## config.mk

```make
export PLATFORM = sky130hd
export DESIGN_NAME = cart_bank_ctl
export DESIGN_NICKNAME = d
export VERILOG_FILES = /design/src/rtl/cart_bank_pkg.sv /design/src/rtl/cbc_cmd_decode.sv /design/src/rtl/cbc_clock_latch.sv /design/src/rtl/cbc_addr_map.sv /design/src/rtl/cart_bank_ctl.sv
export SDC_FILE = /design/constraint.sdc
export NUM_CORES = 1
export LEC_CHECK = 0
export BUFFER_PORTS_ARGS = -buffer_cell sky130_fd_sc_hd__buf_4
export CAP_MARGIN = 10
export CORE_AREA = 2 2 66 115
export CTS_CLUSTER_SIZE = 12
export DETAILED_ROUTE_END_ITERATION = 16
export DIE_AREA = 0 0 68 117
export PLACE_DENSITY = 0.83
export SLEW_MARGIN = 20
export SYNTH_ARGS = -nofsm -noshare
export SYNTH_HDL_FRONTEND = slang
export SYNTH_SLANG_ARGS = --single-unit
```

## constraint.sdc

```tcl
create_clock -name clk -period 2.1 [get_ports clk]
set_clock_uncertainty 0.15 [all_clocks]
set_input_delay 0.315 -clock clk [delete_from_list [all_inputs] [get_ports clk]]
set_output_delay 0.315 -clock clk [all_outputs]
set_load 0.1 [all_outputs]
```

## src/rtl/cart_bank_pkg.sv

```systemverilog
// Package: shared constants and types of the cartridge bank controller.
// Assumes a 16-bit CPU address whose bits 15:13 pick an 8 KiB region.
package cart_bank_pkg;

    localparam int          CLK_REGS    = 5;
    localparam logic [2:0]  RGN_ENABLE  = 3'd0;
    localparam logic [2:0]  RGN_ROMSEL  = 3'd1;
    localparam logic [2:0]  RGN_RAMSEL  = 3'd2;
    localparam logic [2:0]  RGN_LATCH   = 3'd3;
    localparam logic [2:0]  RGN_WINDOW  = 3'd5;
    localparam logic [7:0]  KEY_ON      = 8'h0A;
    localparam logic [7:0]  KEY_OFF     = 8'h00;
    localparam logic [7:0]  OPEN_BUS    = 8'hFF;
    localparam logic [7:0]  CLK_SEL_LO  = 8'h08;
    localparam logic [7:0]  CLK_SEL_HI  = 8'h0C;

    // Index of each held clock register inside the window.
    localparam int IDX_SEC  = 0;
    localparam int IDX_MIN  = 1;
    localparam int IDX_HOUR = 2;
    localparam int IDX_DAYL = 3;
    localparam int IDX_DAYH = 4;

endpackage

```

## src/rtl/cbc_cmd_decode.sv

```systemverilog
// Command decoder: turns CPU writes in the ROM space into bank, enable
// and clock-mapping state. Assumes one write per asserted cpu_wr cycle.
module cbc_cmd_decode
    import cart_bank_pkg::*;
#(
    parameter int RAM_BANKS  = 4,
    parameter int RAM_BANK_W = 2
) (
    input  logic                  clk,
    input  logic                  rst_n,
    input  logic                  wr,
    input  logic [2:0]            region,
    input  logic [7:0]            wdata,
    output logic [6:0]            rom_sel,
    output logic [RAM_BANK_W-1:0] ram_bank,
    output logic                  ram_en,
    output logic                  map_on,
    output logic [2:0]            map_sel
);

    logic is_ram_val;
    logic is_clk_val;

    // Classify region-2 data as RAM bank or clock register selection.
    always_comb begin
        is_ram_val = (wdata < 8'(RAM_BANKS));
        is_clk_val = (wdata >= CLK_SEL_LO) && (wdata <= CLK_SEL_HI);
    end

    // Update the control registers from a decoded command write.
    always_ff @(posedge clk) begin
        if (!rst_n) begin
            rom_sel  <= 7'd1;
            ram_bank <= '0;
            ram_en   <= 1'b0;
            map_on   <= 1'b0;
            map_sel  <= 3'd0;
        end else if (wr) begin
            case (region)
                RGN_ENABLE: begin
                    if (wdata == KEY_ON)       ram_en <= 1'b1;
                    else if (wdata == KEY_OFF) ram_en <= 1'b0;
                end
                RGN_ROMSEL: begin
                    rom_sel <= (wdata[6:0] == 7'd0) ? 7'd1 : wdata[6:0];
                end
                RGN_RAMSEL: begin
                    if (is_ram_val) begin
                        ram_bank <= wdata[RAM_BANK_W-1:0];
                        map_on   <= 1'b0;
                    end else if (is_clk_val) begin
                        map_on  <= 1'b1;
                        map_sel <= 3'(wdata - CLK_SEL_LO);
                    end
                end
                default: ;
            endcase
        end
    end

endmodule

```

## src/rtl/cbc_clock_latch.sv

```systemverilog
// Held clock registers: captured from live counters by the 0-then-1
// latch sequence, or overwritten by CPU writes through the window.
// Assumes latch and window writes never coincide (distinct addresses).
module cbc_clock_latch
    import cart_bank_pkg::*;
(
    input  logic                  clk,
    input  logic                  rst_n,
    input  logic                  latch_wr,
    input  logic [7:0]            latch_data,
    input  logic [7:0]            live_sec,
    input  logic [7:0]            live_min,
    input  logic [7:0]            live_hour,
    input  logic [8:0]            live_day,
    input  logic                  poke,
    input  logic [2:0]            poke_sel,
    input  logic [7:0]            poke_data,
    output logic [CLK_REGS*8-1:0] held_bus
);

    logic       held;
    logic       fire;
    logic [7:0] cur  [CLK_REGS];
    logic [7:0] load [CLK_REGS];

    // A latch fires on a 1 written while nothing is held.
    always_comb fire = latch_wr && (latch_data == 8'd1) && !held;

    // Track whether a capture is held until a 0 is written.
    always_ff @(posedge clk) begin
        if (!rst_n)                               held <= 1'b0;
        else if (fire)                            held <= 1'b1;
        else if (latch_wr && latch_data == 8'd0)  held <= 1'b0;
    end

    // Form the capture value of every held register.
    always_comb begin
        load[IDX_SEC]  = live_sec;
        load[IDX_MIN]  = live_min;
        load[IDX_HOUR] = live_hour;
        load[IDX_DAYL] = live_day[7:0];
        load[IDX_DAYH] = {cur[IDX_DAYH][7:4], 3'b000, live_day[8]};
    end

    for (genvar i = 0; i < CLK_REGS; i++) begin : g_reg
        // One held register: capture, CPU overwrite, or hold.
        always_ff @(posedge clk) begin
            if (!rst_n)                          cur[i] <= 8'd0;
            else if (fire)                       cur[i] <= load[i];
            else if (poke && poke_sel == 3'(i))  cur[i] <= poke_data;
        end
        assign held_bus[i*8 +: 8] = cur[i];
    end

endmodule

```

## src/rtl/cbc_addr_map.sv

```systemverilog
// Address mapper: banked ROM/RAM addresses, RAM write gating and the
// RAM window read mux. Purely combinational. Assumes ROM_BANKS is a
// power of two between 2 and 128.
module cbc_addr_map
    import cart_bank_pkg::*;
#(
    parameter int ROM_BANKS  = 64,
    parameter int RAM_BANK_W = 2,
    localparam int ROM_BANK_W = $clog2(ROM_BANKS)
) (
    input  logic [15:0]              cpu_addr,
    input  logic                     cpu_wr,
    input  logic [6:0]               rom_sel,
    input  logic [RAM_BANK_W-1:0]    ram_bank,
    input  logic                     ram_en,
    input  logic                     map_on,
    input  logic [2:0]               map_sel,
    input  logic [CLK_REGS*8-1:0]    held_bus,
    input  logic [7:0]               ram_rdata,
    output logic [ROM_BANK_W-1:0]    rom_bank,
    output logic [ROM_BANK_W+13:0]   rom_addr,
    output logic [RAM_BANK_W+12:0]   ram_addr,
    output logic                     ram_we,
    output logic                     poke,
    output logic [7:0]               win_rdata
);

    logic       in_win;
    logic [7:0] clk_val;

    // Wrap the selected bank onto the available banks.
    always_comb rom_bank = rom_sel[ROM_BANK_W-1:0];

    // Fixed bank 0 below 0x4000, switchable bank above.
    always_comb begin
        if (cpu_addr[14]) rom_addr = {rom_bank, cpu_addr[13:0]};
        else              rom_addr = {{ROM_BANK_W{1'b0}}, cpu_addr[13:0]};
        ram_addr = {ram_bank, cpu_addr[12:0]};
    end

    // Pick the held clock register named by the mapping index.
    always_comb begin
        if (int'(map_sel) < CLK_REGS) clk_val = held_bus[map_sel*8 +: 8];
        else                          clk_val = OPEN_BUS;
    end

    // Window decode, write gating and read priority.
    always_comb begin
        in_win = (cpu_addr[15:13] == RGN_WINDOW);
        ram_we = cpu_wr && in_win && ram_en && !map_on;
        poke   = cpu_wr && in_win && map_on;
        if (!in_win)     win_rdata = OPEN_BUS;
        else if (map_on) win_rdata = clk_val;
        else if (ram_en) win_rdata = ram_rdata;
        else             win_rdata = OPEN_BUS;
    end

endmodule

```

## src/rtl/cart_bank_ctl.sv

```systemverilog
// Top of the cartridge bank controller. Wires the command decoder, the
// held clock registers and the address mapper. Assumes the memory arrays
// and the live time counters are outside.
module cart_bank_ctl
    import cart_bank_pkg::*;
#(
    parameter int ROM_BANKS = 64,
    parameter int RAM_BANKS = 4,
    localparam int ROM_BANK_W = $clog2(ROM_BANKS),
    localparam int RAM_BANK_W = $clog2(RAM_BANKS)
) (
    input  logic                   clk,
    input  logic                   rst_n,
    input  logic [15:0]            cpu_addr,
    input  logic [7:0]             cpu_wdata,
    input  logic                   cpu_wr,
    input  logic [7:0]             ram_rdata,
    input  logic [7:0]             live_sec,
    input  logic [7:0]             live_min,
    input  logic [7:0]             live_hour,
    input  logic [8:0]             live_day,
    output logic [ROM_BANK_W-1:0]  rom_bank,
    output logic [RAM_BANK_W-1:0]  ram_bank,
    output logic                   ram_enable,
    output logic                   rtc_map,
    output logic [2:0]             rtc_sel,
    output logic [ROM_BANK_W+13:0] rom_addr,
    output logic [RAM_BANK_W+12:0] ram_addr,
    output logic                   ram_we,
    output logic [7:0]             win_rdata,
    output logic [7:0]             lat_sec,
    output logic [7:0]             lat_min,
    output logic [7:0]             lat_hour,
    output logic [7:0]             lat_dayl,
    output logic [7:0]             lat_dayh
);

    logic [6:0]            rom_sel;
    logic [CLK_REGS*8-1:0] held_bus;
    logic                  poke;
    logic                  latch_wr;

    // Latch commands are writes into the fourth command region.
    always_comb latch_wr = cpu_wr && (cpu_addr[15:13] == RGN_LATCH);

    cbc_cmd_decode #(
        .RAM_BANKS  (RAM_BANKS),
        .RAM_BANK_W (RAM_BANK_W)
    ) u_dec (
        .clk      (clk),
        .rst_n    (rst_n),
        .wr       (cpu_wr),
        .region   (cpu_addr[15:13]),
        .wdata    (cpu_wdata),
        .rom_sel  (rom_sel),
        .ram_bank (ram_bank),
        .ram_en   (ram_enable),
        .map_on   (rtc_map),
        .map_sel  (rtc_sel)
    );

    cbc_clock_latch u_clk (
        .clk        (clk),
        .rst_n      (rst_n),
        .latch_wr   (latch_wr),
        .latch_data (cpu_wdata),
        .live_sec   (live_sec),
        .live_min   (live_min),
        .live_hour  (live_hour),
        .live_day   (live_day),
        .poke       (poke),
        .poke_sel   (rtc_sel),
        .poke_data  (cpu_wdata),
        .held_bus   (held_bus)
    );

    cbc_addr_map #(
        .ROM_BANKS  (ROM_BANKS),
        .RAM_BANK_W (RAM_BANK_W)
    ) u_map (
        .cpu_addr  (cpu_addr),
        .cpu_wr    (cpu_wr),
        .rom_sel   (rom_sel),
        .ram_bank  (ram_bank),
        .ram_en    (ram_enable),
        .map_on    (rtc_map),
        .map_sel   (rtc_sel),
        .held_bus  (held_bus),
        .ram_rdata (ram_rdata),
        .rom_bank  (rom_bank),
        .rom_addr  (rom_addr),
        .ram_addr  (ram_addr),
        .ram_we    (ram_we),
        .poke      (poke),
        .win_rdata (win_rdata)
    );

    // Unpack the held registers onto named ports.
    always_comb begin
        lat_sec  = held_bus[IDX_SEC*8  +: 8];
        lat_min  = held_bus[IDX_MIN*8  +: 8];
        lat_hour = held_bus[IDX_HOUR*8 +: 8];
        lat_dayl = held_bus[IDX_DAYL*8 +: 8];
        lat_dayh = held_bus[IDX_DAYH*8 +: 8];
    end

endmodule

```

# --- Word level (Yosys, flattened, before mapping) ---
# Memories as Yosys holds them, arrays and structs flattened.
# Index checks and enable logic that the tools add are counted.
word_totals:
  ff_bits: 14
  ram_bits: 40
  input_bits: 68
  output_inout_bits: 97
  elab_cells: 108
  n_memories: 1
classes:
  addsub: 1
  magnitude_cmp: 4
  eq_ne: 10
  shift: 1
  mux: 46
  bitwise_logic: 11
  reduce_logical: 28
mem_list:
  columns: ["name", "words", "width", "read_ports", "rd_clocked_by_memory_dff", "wr", "line", "rtl"]
  rows:
  - ["u_clk.cur", 5, 8, 5, 0, 5, "cbc_clock_latch.sv:23", "logic [7:0] cur [CLK_REGS];"]
ops:
  columns: ["op", "count"]
  rows:
  - ["8-bit two-way mux", 14]
  - ["40-bit by 7-bit variable part select with 8-bit output", 1]
  - ["1-bit two-way mux", 30]
  - ["20-bit two-way mux", 1]
  - ["1-bit logical AND", 14]
  - ["3-bit by 2-bit equality test with 1-bit output (second input constant)", 4]
  - ["1-bit OR", 10]
  - ["3-bit AND reduction", 3]
  - ["8-bit by 1-bit equality test with 1-bit output (second input constant)", 1]
  - ["8-bit by 4-bit equality test with 1-bit output (second input constant)", 1]
  - ["8-bit by 4-bit >= comparator with 1-bit output (second input constant)", 1]
  - ["8-bit by 4-bit <= comparator with 1-bit output (second input constant)", 1]
  - ["8-bit zero test", 1]
  - ["8-bit by 3-bit less-than comparator with 1-bit output (second input constant)", 1]
  - ["7-bit zero test", 1]
  - ["3-bit by 1-bit equality test with 1-bit output (second input constant)", 2]
  - ["3-bit equality test (second input constant)", 2]
  - ["3-bit zero test", 2]
  - ["6-bit two-way mux", 1]
  - ["2-bit nonzero test", 3]
  - ["4-bit AND reduction", 1]
  - ["3-bit less-than comparator (second input constant)", 1]
  - ["3-bit by 1-bit subtractor with 3-bit output (second input constant)", 1]
  - ["1-bit zero test", 2]
  - ["2 further kinds", 2]

# --- Longest topological paths before layout ---
# Gate-level depths: netlist of the first run.
depth:
  depth_word: 9
  mapped_depth: 6
  mapped_depth_nobuf: 4

# --- Modules after synthesis ---
# From an unflattened synthesis of the first run, not the netlist that was laid out.
hier_totals:
  cells_unflattened: 291
  hier_area_um2: 3415.8
by_module_without_submodules:
  columns: ["module", "instances", "cells_per_inst", "area_per_inst_um2", "seq_area_each_um2"]
  rows:
  - ["cbc_clock_latch", 1, 128, 1964.4, 1221.2]
  - ["cbc_addr_map", 1, 100, 808.3, 0.0]
  - ["cbc_cmd_decode", 1, 62, 633.1, 280.3]
  - ["cart_bank_ctl", 1, 1, 10.0, 0.0]

# --- Worst setup path before layout of the first run ---
# Ideal clock, no wire load.
synth_timing:
  kind: "register -> output"
  startpoint: "register u_dec.ram_en"
  endpoint: "output port ram_we"
  t_arrival_ns: 3.316
  required_time_ns: 1.635
  slack_ns: -1.681
  stages_incl_launch_ff: 4
  path_buffers: 1
  cell_sequence: "dfxtp_1 clkbuf_1 nand2_1 nor3_1"
synth_between:
  elab_chain_cells: 2
synth_lines:
  columns: ["element", "line", "rtl"]
  rows:
  - ["start: declaration", "cbc_cmd_decode.sv:16", "output logic ram_en,"]
  - ["start signal: assignment", "cbc_cmd_decode.sv:35", "ram_en <= 1'b0;"]
  - ["start signal: assignment", "cbc_cmd_decode.sv:41", "if (wdata == KEY_ON) ram_en <= 1'b1;"]
  - ["start signal: assignment", "cbc_cmd_decode.sv:42", "else if (wdata == KEY_OFF) ram_en <= 1'b0;"]
  - ["1-bit logical AND (2 in series)", "cbc_addr_map.sv:50", "ram_we = cpu_wr && in_win && ram_en && !map_on;"]
  - ["end: declaration", "cart_bank_ctl.sv:29", "output logic ram_we,"]
# No other way between the ends.

# --- Worst setup path after layout of the first run ---
layout_timing:
  startpoint: "register u_dec.map_sel[0]"
  endpoint: "output port win_rdata[1]"
layout_between:
  elab_chain_cells: 4
  word_cells_on_any_way: 5
  cone_classes: "order compare: 1; shift: 1; mux: 3"
layout_lines:
  columns: ["element", "line", "rtl"]
  rows:
  - ["start: declaration", "cbc_cmd_decode.sv:18", "output logic [2:0] map_sel"]
  - ["start signal: assignment", "cbc_cmd_decode.sv:53", "map_sel <= 3'(wdata - CLK_SEL_LO);"]
  - ["40-bit by 7-bit variable part select with 8-bit output / 3-bit less-than comparator (equally long branches)", "cbc_addr_map.sv:43", "if (int'(map_sel) < CLK_REGS) clk_val = held_bus[map_sel*8 +: 8];"]
  - ["8-bit two-way mux *", "cbc_addr_map.sv:43", null]
  - ["8-bit two-way mux *", "cbc_addr_map.sv:53", "else if (map_on) win_rdata = clk_val;"]
  - ["8-bit two-way mux *", "cbc_addr_map.sv:52", "if (!in_win) win_rdata = OPEN_BUS;"]
  - ["end: declaration", "cart_bank_ctl.sv:30", "output logic [7:0] win_rdata,"]
# Every way passes the cells marked *; elsewhere a longest branch is shown, timed or not.

==> results.sh, run 1 <==
export IMPL_outcome="finished, violations left"
export IMPL_violations="setup timing"
export IMPL_nNetsFinal=441
export IMPL_firstDrtPassIters=4
export IMPL_max_freq_mhz=426
export IMPL_cp_start_kind="register"
export IMPL_finalSetupTns_ns=-1.84
export IMPL_gp_congestion=0.848
export IMPL_dieHeight_um=117
export IMPL_grt_max_degree=21
export IMPL_synth_edf_count=40
export IMPL_p_seq_share_pct=44.2
export IMPL_synth_seq_area_share_pct=48.3
export IMPL_dp_hpwl_um=7520
export IMPL_yosys_warnings=0
export IMPL_holdWs_ns=0.142
export IMPL_cts_hold_buf=0
export IMPL_vias_per_cell=5.72
export IMPL_setup_viol=8
export IMPL_worst_pin_slew_ns=0.692
export IMPL_synth_top_flop_cell="edfxtp_1"
export IMPL_h_tree_depth=2
export IMPL_finalCritPeriodShare_pct=112
export IMPL_die_x_um=68
export IMPL_relSlewSlack_pct=53.4
export IMPL_route_detailed_drc=0
export IMPL_initial_utilization_pct=43.4
export IMPL_ys_types=40
export IMPL_first_iter_violations=169
export IMPL_end_kind="output port"
export IMPL_hold_violations=0
export IMPL_grt_pass1_wl_um=14100
export IMPL_wl_met2_um=5490
export IMPL_highest_layer="met4"
export IMPL_post_place_ws_ns=0.00732
export IMPL_clk_path_buf_depth=2
export IMPL_synth_area_per_cell_sq_um=11.8
export IMPL_ys_ff_latch=54
export IMPL_fin_cells=460
export IMPL_p_per_area_nw_per_um2=632
export IMPL_wl_per_cell_um=21.1
export IMPL_wl_met1_um=2920
export IMPL_clock_latency_ns=0.30
export IMPL_switching_share_pct=30.5
export IMPL_rows=41
export IMPL_netlist_area_leader_share_pct=39.1
export IMPL_rrSetupSlack_ns=0.05
export IMPL_peakVddDrop_mv=0.486
export IMPL_core_area_sq_um=7080
export IMPL_final_common_cell="buf_4"
export IMPL_fin_util_pct=60.9
export IMPL_cap_violations=0
export IMPL_p_int_mw=1.89
export IMPL_period_minus_slack_ns=2.35
export IMPL_synth_async_sr_flop_share_pct=0
export IMPL_cts_buffers=5
export IMPL_combPwrFrac_pct=21.2
export IMPL_routed_wl_um=9720
export IMPL_syn_cell_area_sq_um=3070
export IMPL_drv_slew=0
export IMPL_power_share_clock_pct=34.5
export IMPL_worstPathMaxFanout=5
export IMPL_antenna_found_initial=0
export IMPL_synthCells=260
export IMPL_final_area_sq_um=4310
export IMPL_io_pins=165
export IMPL_min_path_type="primary input to register"
export IMPL_required_ns=1.63
export IMPL_synth_area_leaders="edfxtp_1, dfxtp_1, o2bb2ai_1"
export IMPL_rsz0062_at_grt="yes"
export IMPL_multi_input_area_sq_um=1300
export IMPL_n_fill_cell=577
export IMPL_clk_pin_slew_ns=0.07
export IMPL_place_inst=447
export IMPL_areaGrowthSynthToFinish_pct=40.5
export IMPL_wl_met3_um=631
export IMPL_cts_tree="built"
export IMPL_vias=2630
export IMPL_antenna_left=0
export IMPL_seq_area_sq_um=1500
export IMPL_power_total_mw=2.73
export IMPL_netSwitchingPower_mw=0.833
export IMPL_drive_gt1_share_pct=53.7
export IMPL_clock_sinks=54
export IMPL_cts_root_buf="clkbuf_16"
export IMPL_grt_pass1_vias=2632
export IMPL_placed_cell_area_sq_um=4050
export IMPL_fp_dieArea_sq_um=7960
export IMPL_worstPathArrival_ns=1.88
export IMPL_layout_setup_ws_ns=-0.248
export IMPL_yosys_area_top_type="edfxtp_1"
export IMPL_final_cell_mix="buf_4, edfxtp_1, o2bb2ai_1"
export IMPL_power_leakage_nw=1.75
export IMPL_globalRouteTotalUtil_pct=25.0
export IMPL_n_antenna_cell=0
export IMPL_io_buffer_count=125
export IMPL_synth_fp_nets=328
export IMPL_grt_ovfl_total=0
export IMPL_critical_path_class="register to output port"
==> power by group through the flow <==
stage                     logic, mW  clock network, mW  registers, mW
after floorplan               0.332                  0           1.49
after global placement        0.576                  0           1.23
after detailed placement      0.578                  0           1.23
after CTS                     0.580              0.942           1.21
after global routing          0.598              0.989           1.21
final                         0.579              0.941           1.21
==> critical path, cell delays in order, from the launching register on <==
cell      delay, ns
dfxtp_4        0.38
buf_6          0.14
or3b_4         0.40
buf_6          0.15
o221ai_2       0.17
o211ai_1       0.13
buf_6          0.21
==> logic make-up (layout without fill, tap and decap cells) <==
kind of cell    count (synthesis)  in the layout  synth area share (%)
mux                            16             16                  8.72
simple gates                   79             79                  15.2
buf+inv                        50            164                  11.2
flops                          54             54                  48.3
compound gates                 61             61                  16.6
==> flip-flops by register name, indices dropped and copies added, names as in the netlist <==
| name | cells |
|---|---|
| u_dec.ram_en | 1 |
| u_dec.map_sel | 3 |
| u_clk.held | 1 |
| u_dec.map_on | 1 |
| u_dec.rom_sel | 6 |
| u_clk.cur | 40 |
| u_dec.ram_bank | 2 |
==> layer usage <==
metal  up-vias  track usage, %
li1       1198               -
met1      1254            24.7
met2       125            44.8
met3        53            4.59
met4         0            17.9
met5         -               0
==> worst paths after layout <==
kind,start,endpoint,cells past startpoint
max,u_dec.map_sel[0]$_SDFFE_PN0P_,win_rdata[1],6
min,rst_n,u_dec.rom_sel[0]$_SDFFE_PN1P_,2
max reg2reg,u_dec.map_sel[0]$_SDFFE_PN0P_,u_clk.cur[4][2]$_SDFFCE_PN0P_,6
min reg2reg,u_dec.rom_sel[2]$_SDFFE_PN0P_,u_dec.rom_sel[2]$_SDFFE_PN0P_,2
==> cells in the mapped netlist (3+ instances only) <==
cell,number
a21oi_1,3
and2_1,13
buf_4,29
buf_6,6
clkbuf_1,12
dfxtp_1,14
edfxtp_1,40
mux2i_1,8
mux4_2,6
nand2_1,21
nand3_1,4
nand3b_1,3
nor2_1,14
nor2b_1,8
nor3_1,3
o211ai_1,8
o221ai_1,8
o2bb2ai_1,32
==> timing repair <==
item                                    4_1_cts  5_1_grt
pin swaps                                     2        3
gates resized for setup                      14        4
setup buffers                                 5        0
endpoints found under the setup margin        8       18
==> cell type report <==
class                      count  share of cell area [%]
multi-input combinational    156                    30.2
sequential                    54                    34.8
timing repair buffer         154                    28.4
tap                           86                    2.49
clock inverter                 3                   0.986
inverter                       2                   0.174
clock buffer                   5                    2.90
No activity file was read; power rests on OpenSTA's default activity.
==> inputs of run 2 (changes only) <==
--- a/config.mk
+++ b/config.mk
@@ -7,11 +7,11 @@
 export LEC_CHECK = 0
 export BUFFER_PORTS_ARGS = -buffer_cell sky130_fd_sc_hd__buf_4
 export CAP_MARGIN = 10
-export CORE_AREA = 2 2 66 115
+export CORE_AREA = 2 2 63 110
 export CTS_CLUSTER_SIZE = 12
 export DETAILED_ROUTE_END_ITERATION = 16
-export DIE_AREA = 0 0 68 117
-export PLACE_DENSITY = 0.83
+export DIE_AREA = 0 0 65 112
+export PLACE_DENSITY = 0.9
 export SLEW_MARGIN = 20
 export SYNTH_ARGS = -nofsm -noshare
 export SYNTH_HDL_FRONTEND = slang
==> constraint.sdc (replaced) <==
create_clock -name clk -period 2.84 [get_ports clk]
set_clock_uncertainty 0.15 [all_clocks]
set_input_delay 0.426 -clock clk [delete_from_list [all_inputs] [get_ports clk]]
set_output_delay 0.426 -clock clk [all_outputs]
set_load 0.1 [all_outputs]
==> run 2 against run 1 <==
  * The flow now finishes without violations
  * Sequential share of layout area up 2.3 points
  * Sequential cell count did not move
  * Utilization is 2.3 points higher
  * Clock power shrank 29%
  * First-iteration DRC count fell by 43%
  * Final area decreased by 6.2%
  * Global-route usage fell by 0.73 points
  * Routed wire length fell by 9.9%
  * Sequential power shrank 27%
  * Die area decreased by 8.5%
  * Clock-buffer cell count did not move
  * Critical endpoint is now win_rdata[0]
  * Largest power group unchanged
==> results.sh, run 2 (synthesized netlist as in run 1, its figures left out) <==
export IMPL_h_tree_depth=2
export IMPL_power_total_mw=1.97
export IMPL_dp_hpwl_um=6830
export IMPL_io_buffer_count=125
export IMPL_areaGrowthSynthToFinish_pct=31.8
export IMPL_core_area_sq_um=6390
export IMPL_peakVddDrop_mv=0.392
export IMPL_n_antenna_cell=0
export IMPL_place_inst=426
export IMPL_min_path_type="primary input to register"
export IMPL_cp_slowest_cell="or3b_1"
export IMPL_routed_wl_um=8760
export IMPL_cts_resized_gates=0
export IMPL_top_regs="u_clk.cur x40, u_dec.rom_sel x6, u_dec.map_sel x3"
export IMPL_worst_pin_slew_ns=0.618
export IMPL_antenna_left=0
export IMPL_postCtsSetupBuffers=0
export IMPL_vias=2531
export IMPL_io_pins=165
export IMPL_largest_reg_flops=40
export IMPL_critical_path_class="register to output port"
export IMPL_cap_violations=0
export IMPL_initial_utilization_pct=48.0
export IMPL_vias_per_cell=5.83
export IMPL_hold_violations=0
export IMPL_whs_path_depth=2
export IMPL_rrSetupSlack_ns=0.66
export IMPL_n_fill_cell=495
export IMPL_hp_start="rst_n"
export IMPL_drive_gt1_share_pct=48.0
export IMPL_grt_pass1_vias=2496
export IMPL_rsz0062_at_grt="no"
export IMPL_fp_dieArea_sq_um=7280
export IMPL_cts_root_buf="clkbuf_16"
export IMPL_dieHeight_um=112
export IMPL_period_minus_slack_ns=2.62
export IMPL_max_freq_mhz=381
export IMPL_route_detailed_drc=0
export IMPL_firstDrtPassIters=4
export IMPL_drv_slew=0
export IMPL_fin_cells=434
export IMPL_cts_buffers=5
export IMPL_globalRouteTotalUtil_pct=24.2
export IMPL_outcome="completed"
export IMPL_nNetsFinal=419
export IMPL_final_cell_mix="buf_4, edfxtp_1, o2bb2ai_1"
export IMPL_power_leakage_nw=1.60
export IMPL_fin_util_pct=63.3
export IMPL_p_per_area_nw_per_um2=488
export IMPL_final_common_cell="buf_4"
export IMPL_required_ns=2.26
export IMPL_clk_path_buf_depth=2
export IMPL_r2r_end="u_clk.cur[4][5]$_SDFFCE_PN0P_"
export IMPL_timing_rr_start="u_dec.map_sel[2]$_SDFFE_PN0P_"
export IMPL_grt_max_degree=34
export IMPL_finalCritPeriodShare_pct=92.4
export IMPL_grt_ovfl_total=0
export IMPL_clock_sinks=54
export IMPL_wl_per_cell_um=20.2
export IMPL_cts_hold_buf=0
export IMPL_end_kind="output port"
export IMPL_cts_tree="built"
export IMPL_largest_register="u_clk.cur"
export IMPL_cp_start_kind="register"
export IMPL_cpPeakStageDelay_ns=0.57
export IMPL_relSlewSlack_pct=58.4
export IMPL_grt_pass1_wl_um=13100
export IMPL_setup_viol=0
export IMPL_rows=39
export IMPL_worstRegToRegCells=3
export IMPL_hold_path_end="u_dec.rom_sel[0]$_SDFFE_PN1P_"
export IMPL_worstPathArrival_ns=2.05
export IMPL_finalSetupTns_ns=0
export IMPL_worstPathMaxFanout=12
export IMPL_clock_latency_ns=0.29
export IMPL_antenna_found_initial=0
export IMPL_gp_congestion=0.844
export IMPL_first_iter_violations=97
export IMPL_die_x_um=65
export IMPL_clk_pin_slew_ns=0.06
export IMPL_critical_path_cell_chain="or3b_1 > o221ai_1 > o211ai_1 > buf_4"
[run 2: power by group]
part           internal (mW)  switching [mW]  leakage [nW]
combinational          0.104           0.309          1.01
clock                  0.412           0.260        0.0797
sequential             0.869          0.0198         0.509
[run 2: per-layer routing]
metal,track usage [%],wire [um]
met1,27.4,2890
met2,43.2,4900
met3,3.03,580
met4,12.8,391
met5,0,0
[run 2: how the worst max path moves through the flow]
stage / from / end / slack, ns / cells past startpoint
3_3_place_gp: u_dec.map_sel[2]$_SDFFE_PN0P_ / win_rdata[0] / 0.56 / 4
3_5_place_dp: cpu_wdata[1] / u_clk.cur[1][4]$_DFFE_PP_ / 0.52 / 5
6_report: u_dec.map_sel[2]$_SDFFE_PN0P_ / win_rdata[0] / 0.22 / 4
2_1_floorplan: u_clk.cur[3][2]$_DFFE_PP_ / win_rdata[2] / -0.06 / 3
4_1_cts: u_dec.map_sel[2]$_SDFFE_PN0P_ / win_rdata[0] / 0.20 / 4
5_1_grt: u_dec.map_sel[2]$_SDFFE_PN0P_ / win_rdata[0] / 0.12 / 4
[run 2: layout make-up]
type	count	area (sq um)	area share [%]
clock buffers	5	125	3.09
clock inverters	3	40.0	0.990
inverters	2	7.51	0.186
multi-input cells	156	1280	31.7
flip-flops and latches	54	1500	37.0
well taps	82	103	2.54
repair buffers	132	991	24.5
[run 2: through the flow]
stage	hold slack, ns	setup WS (ns)	area [sq um]
finish	0.241	0.216	4040
CTS	0.237	0.200	4040
floorplan	0.392	-0.0560	3150
global placement	0.348	0.556	3880
detailed placement	0.358	0.520	3880
global route	0.255	0.122	4040
[run 2: critical path: cells and delay by family, from the launching register on]
kind	cells	cell delay (ns)
and+or+nand+nor	1	0.57
DFF	1	0.50
AOI/OAI and AO/OA	2	0.43
buffers and inverters	1	0.25
==> inputs of run 3 (changes only) <==
--- a/config.mk
+++ b/config.mk
@@ -11,7 +11,9 @@
 export CTS_CLUSTER_SIZE = 12
 export DETAILED_ROUTE_END_ITERATION = 16
 export DIE_AREA = 0 0 65 112
+export MAX_ROUTING_LAYER = met4
 export PLACE_DENSITY = 0.9
+export RECOVER_POWER = 25
 export SLEW_MARGIN = 20
 export SYNTH_ARGS = -nofsm -noshare
 export SYNTH_HDL_FRONTEND = slang
==> constraint.sdc (replaced) <==
create_clock -name clk -period 3.4 [get_ports clk]
set_clock_uncertainty 0.15 [all_clocks]
set_input_delay 0.51 -clock clk [delete_from_list [all_inputs] [get_ports clk]]
set_output_delay 0.51 -clock clk [all_outputs]
set_load 0.1 [all_outputs]
==> run 3 against run 2 <==
  * Sequential cell count did not move
  * Clock power fell by 23%
  * Largest cell class unchanged
  * Final cell count down 0.69%
  * Worst setup slack better by 0.42 ns
==> results.sh, run 3 (synthesized netlist as in run 1, its figures left out) <==
export IMPL_largest_register="u_clk.cur"
export IMPL_min_path_type="primary input to register"
export IMPL_io_pins=165
export IMPL_period_minus_slack_ns=2.76
export IMPL_outcome="completed"
export IMPL_cts_hold_buf=0
export IMPL_hold_path_end="u_dec.rom_sel[0]$_SDFFE_PN1P_"
export IMPL_final_cell_mix="buf_4, edfxtp_1, o2bb2ai_1"
export IMPL_holdWs_ns=0.326
export IMPL_top_regs="u_clk.cur x40, u_dec.rom_sel x6, u_dec.map_sel x3"
export IMPL_critical_path_class="register to output port"
export IMPL_setup_viol=0
export IMPL_timing_rr_start="u_dec.map_sel[1]$_SDFFE_PN0P_"
export IMPL_clock_sinks=54
export IMPL_power_leakage_nw=1.53
export IMPL_largest_reg_flops=40
export IMPL_grt_pass1_wl_um=13400
export IMPL_io_buffer_count=125
export IMPL_fin_cells=431
export IMPL_worstPathArrival_ns=2.10
export IMPL_antenna_left=0
export IMPL_post_place_ws_ns=0.758
export IMPL_clock_latency_ns=0.29
export IMPL_route_detailed_drc=0
export IMPL_drv_slew=0
export IMPL_core_area_sq_um=6390
export IMPL_initial_utilization_pct=48.0
export IMPL_hp_start="rst_n"
export IMPL_n_fill_cell=527
export IMPL_end_kind="output port"
export IMPL_fp_dieArea_sq_um=7280
export IMPL_wl_per_cell_um=20.4
export IMPL_r2r_end="u_clk.cur[3][5]$_DFFE_PP_"
export IMPL_worst_pin_slew_ns=1.20
export IMPL_nNetsFinal=416
export IMPL_peakVddDrop_mv=0.404
export IMPL_cpPeakStageDelay_ns=0.62
export IMPL_critical_path_cell_chain="mux4_1 > o221ai_1 > o211ai_1 > buf_4"
export IMPL_routed_wl_um=8810
export IMPL_finalSetupTns_ns=0
export IMPL_dp_hpwl_um=6950
export IMPL_hold_violations=0
export IMPL_h_tree_depth=2
export IMPL_grt_pass1_vias=2515
export IMPL_clk_pin_slew_ns=0.07
export IMPL_n_antenna_cell=0
export IMPL_cp_buffers_inverters=1
export IMPL_clk_path_buf_depth=2
export IMPL_cts_root_buf="clkbuf_16"
export IMPL_gp_congestion=0.851
export IMPL_grt_max_degree=34
export IMPL_final_common_cell="buf_4"
export IMPL_die_x_um=65
export IMPL_finalCritPeriodShare_pct=81.2
export IMPL_areaGrowthSynthToFinish_pct=27.2
export IMPL_grt_ovfl_total=0
export IMPL_firstDrtPassIters=5
export IMPL_multi_input_area_sq_um=1250
export IMPL_vias=2564
export IMPL_cp_start_kind="register"
export IMPL_cts_buffers=5
export IMPL_layout_setup_ws_ns=0.640
export IMPL_whs_path_depth=2
export IMPL_cts_resized_gates=0
export IMPL_antenna_found_initial=0
export IMPL_place_inst=423
export IMPL_worstRegToRegCells=2
export IMPL_rrSetupSlack_ns=1.18
export IMPL_globalRouteTotalUtil_pct=25.5
export IMPL_cp_slowest_cell="mux4_1"
export IMPL_relSlewSlack_pct=20.2
export IMPL_seq_area_sq_um=1480
export IMPL_max_freq_mhz=362
export IMPL_vias_per_cell=5.95
export IMPL_dieHeight_um=112
export IMPL_worstPathMaxFanout=15
export IMPL_crit_family="multiplexers"
export IMPL_postCtsSetupBuffers=0
export IMPL_drive_gt1_share_pct=39.0
export IMPL_first_iter_violations=139
export IMPL_rsz0062_at_grt="no"
export IMPL_required_ns=2.74
export IMPL_p_per_area_nw_per_um2=410
export IMPL_rows=39
export IMPL_cap_violations=0
export IMPL_cts_tree="built"
## run 3: changes by cell type in the layout (fill, tap and decap cells not counted), moves of 2 or more
| cell | change |
|---|---|
| o221ai_2 | -6 |
| buf_4 | -19 |
| clkbuf_1 | +16 |
| o221ai_1 | +6 |
| mux4_1 | +2 |
| dfxtp_4 | -4 |
| mux4_2 | -2 |
| dfxtp_1 | +4 |
## run 3: stage by stage
step                total power [mW]  area (sq um)  util, %
floorplan                       1.13          3080        -
global placement                1.10          3810     59.6
detailed placement              1.10          3810     59.6
CTS                             1.61          3960     62.0
global route                    1.65          3900     61.0
finish                          1.60          3900     61.0
## run 3: how the worst max path moves through the flow
stage                                   from                         to  slack [ns]  depth (start not counted)
2_1_floorplan      u_dec.map_on$_SDFFE_PN0P_               win_rdata[0]        0.08                          3
3_3_place_gp                    cpu_addr[14]  u_clk.cur[3][5]$_DFFE_PP_        0.88                          5
3_5_place_dp                    cpu_addr[14]  u_clk.cur[3][3]$_DFFE_PP_        0.76                          5
4_1_cts        u_dec.map_sel[0]$_SDFFE_PN0P_               win_rdata[7]        0.60                          4
5_1_grt        u_dec.map_sel[0]$_SDFFE_PN0P_               win_rdata[7]        0.51                          4
6_report       u_dec.map_sel[0]$_SDFFE_PN0P_               win_rdata[7]        0.64                          4
## run 3: layout make-up
cell class,instances,share of cell area [%]
multi-input cells,156,32.0
well taps,82,2.63
clock inverters,2,0.321
repair buffers,129,23.3
flip-flops and latches,54,38.0
clock buffers,6,3.56
inverters,2,0.192
## run 3: metal layers
layer,global-route usage (%),wire [um]
met3,3.23,636
met1,27.7,2940
met4,15.6,531
met5,-,0
met2,43.4,4710
## run 3: power by group
group / switching [mW] / internal [mW] / total (mW)
registers: 0.0169 / 0.729 / 0.746
logic: 0.257 / 0.0807 / 0.338
clock network: 0.226 / 0.292 / 0.518
total: 0.500 / 1.10 / 1.60
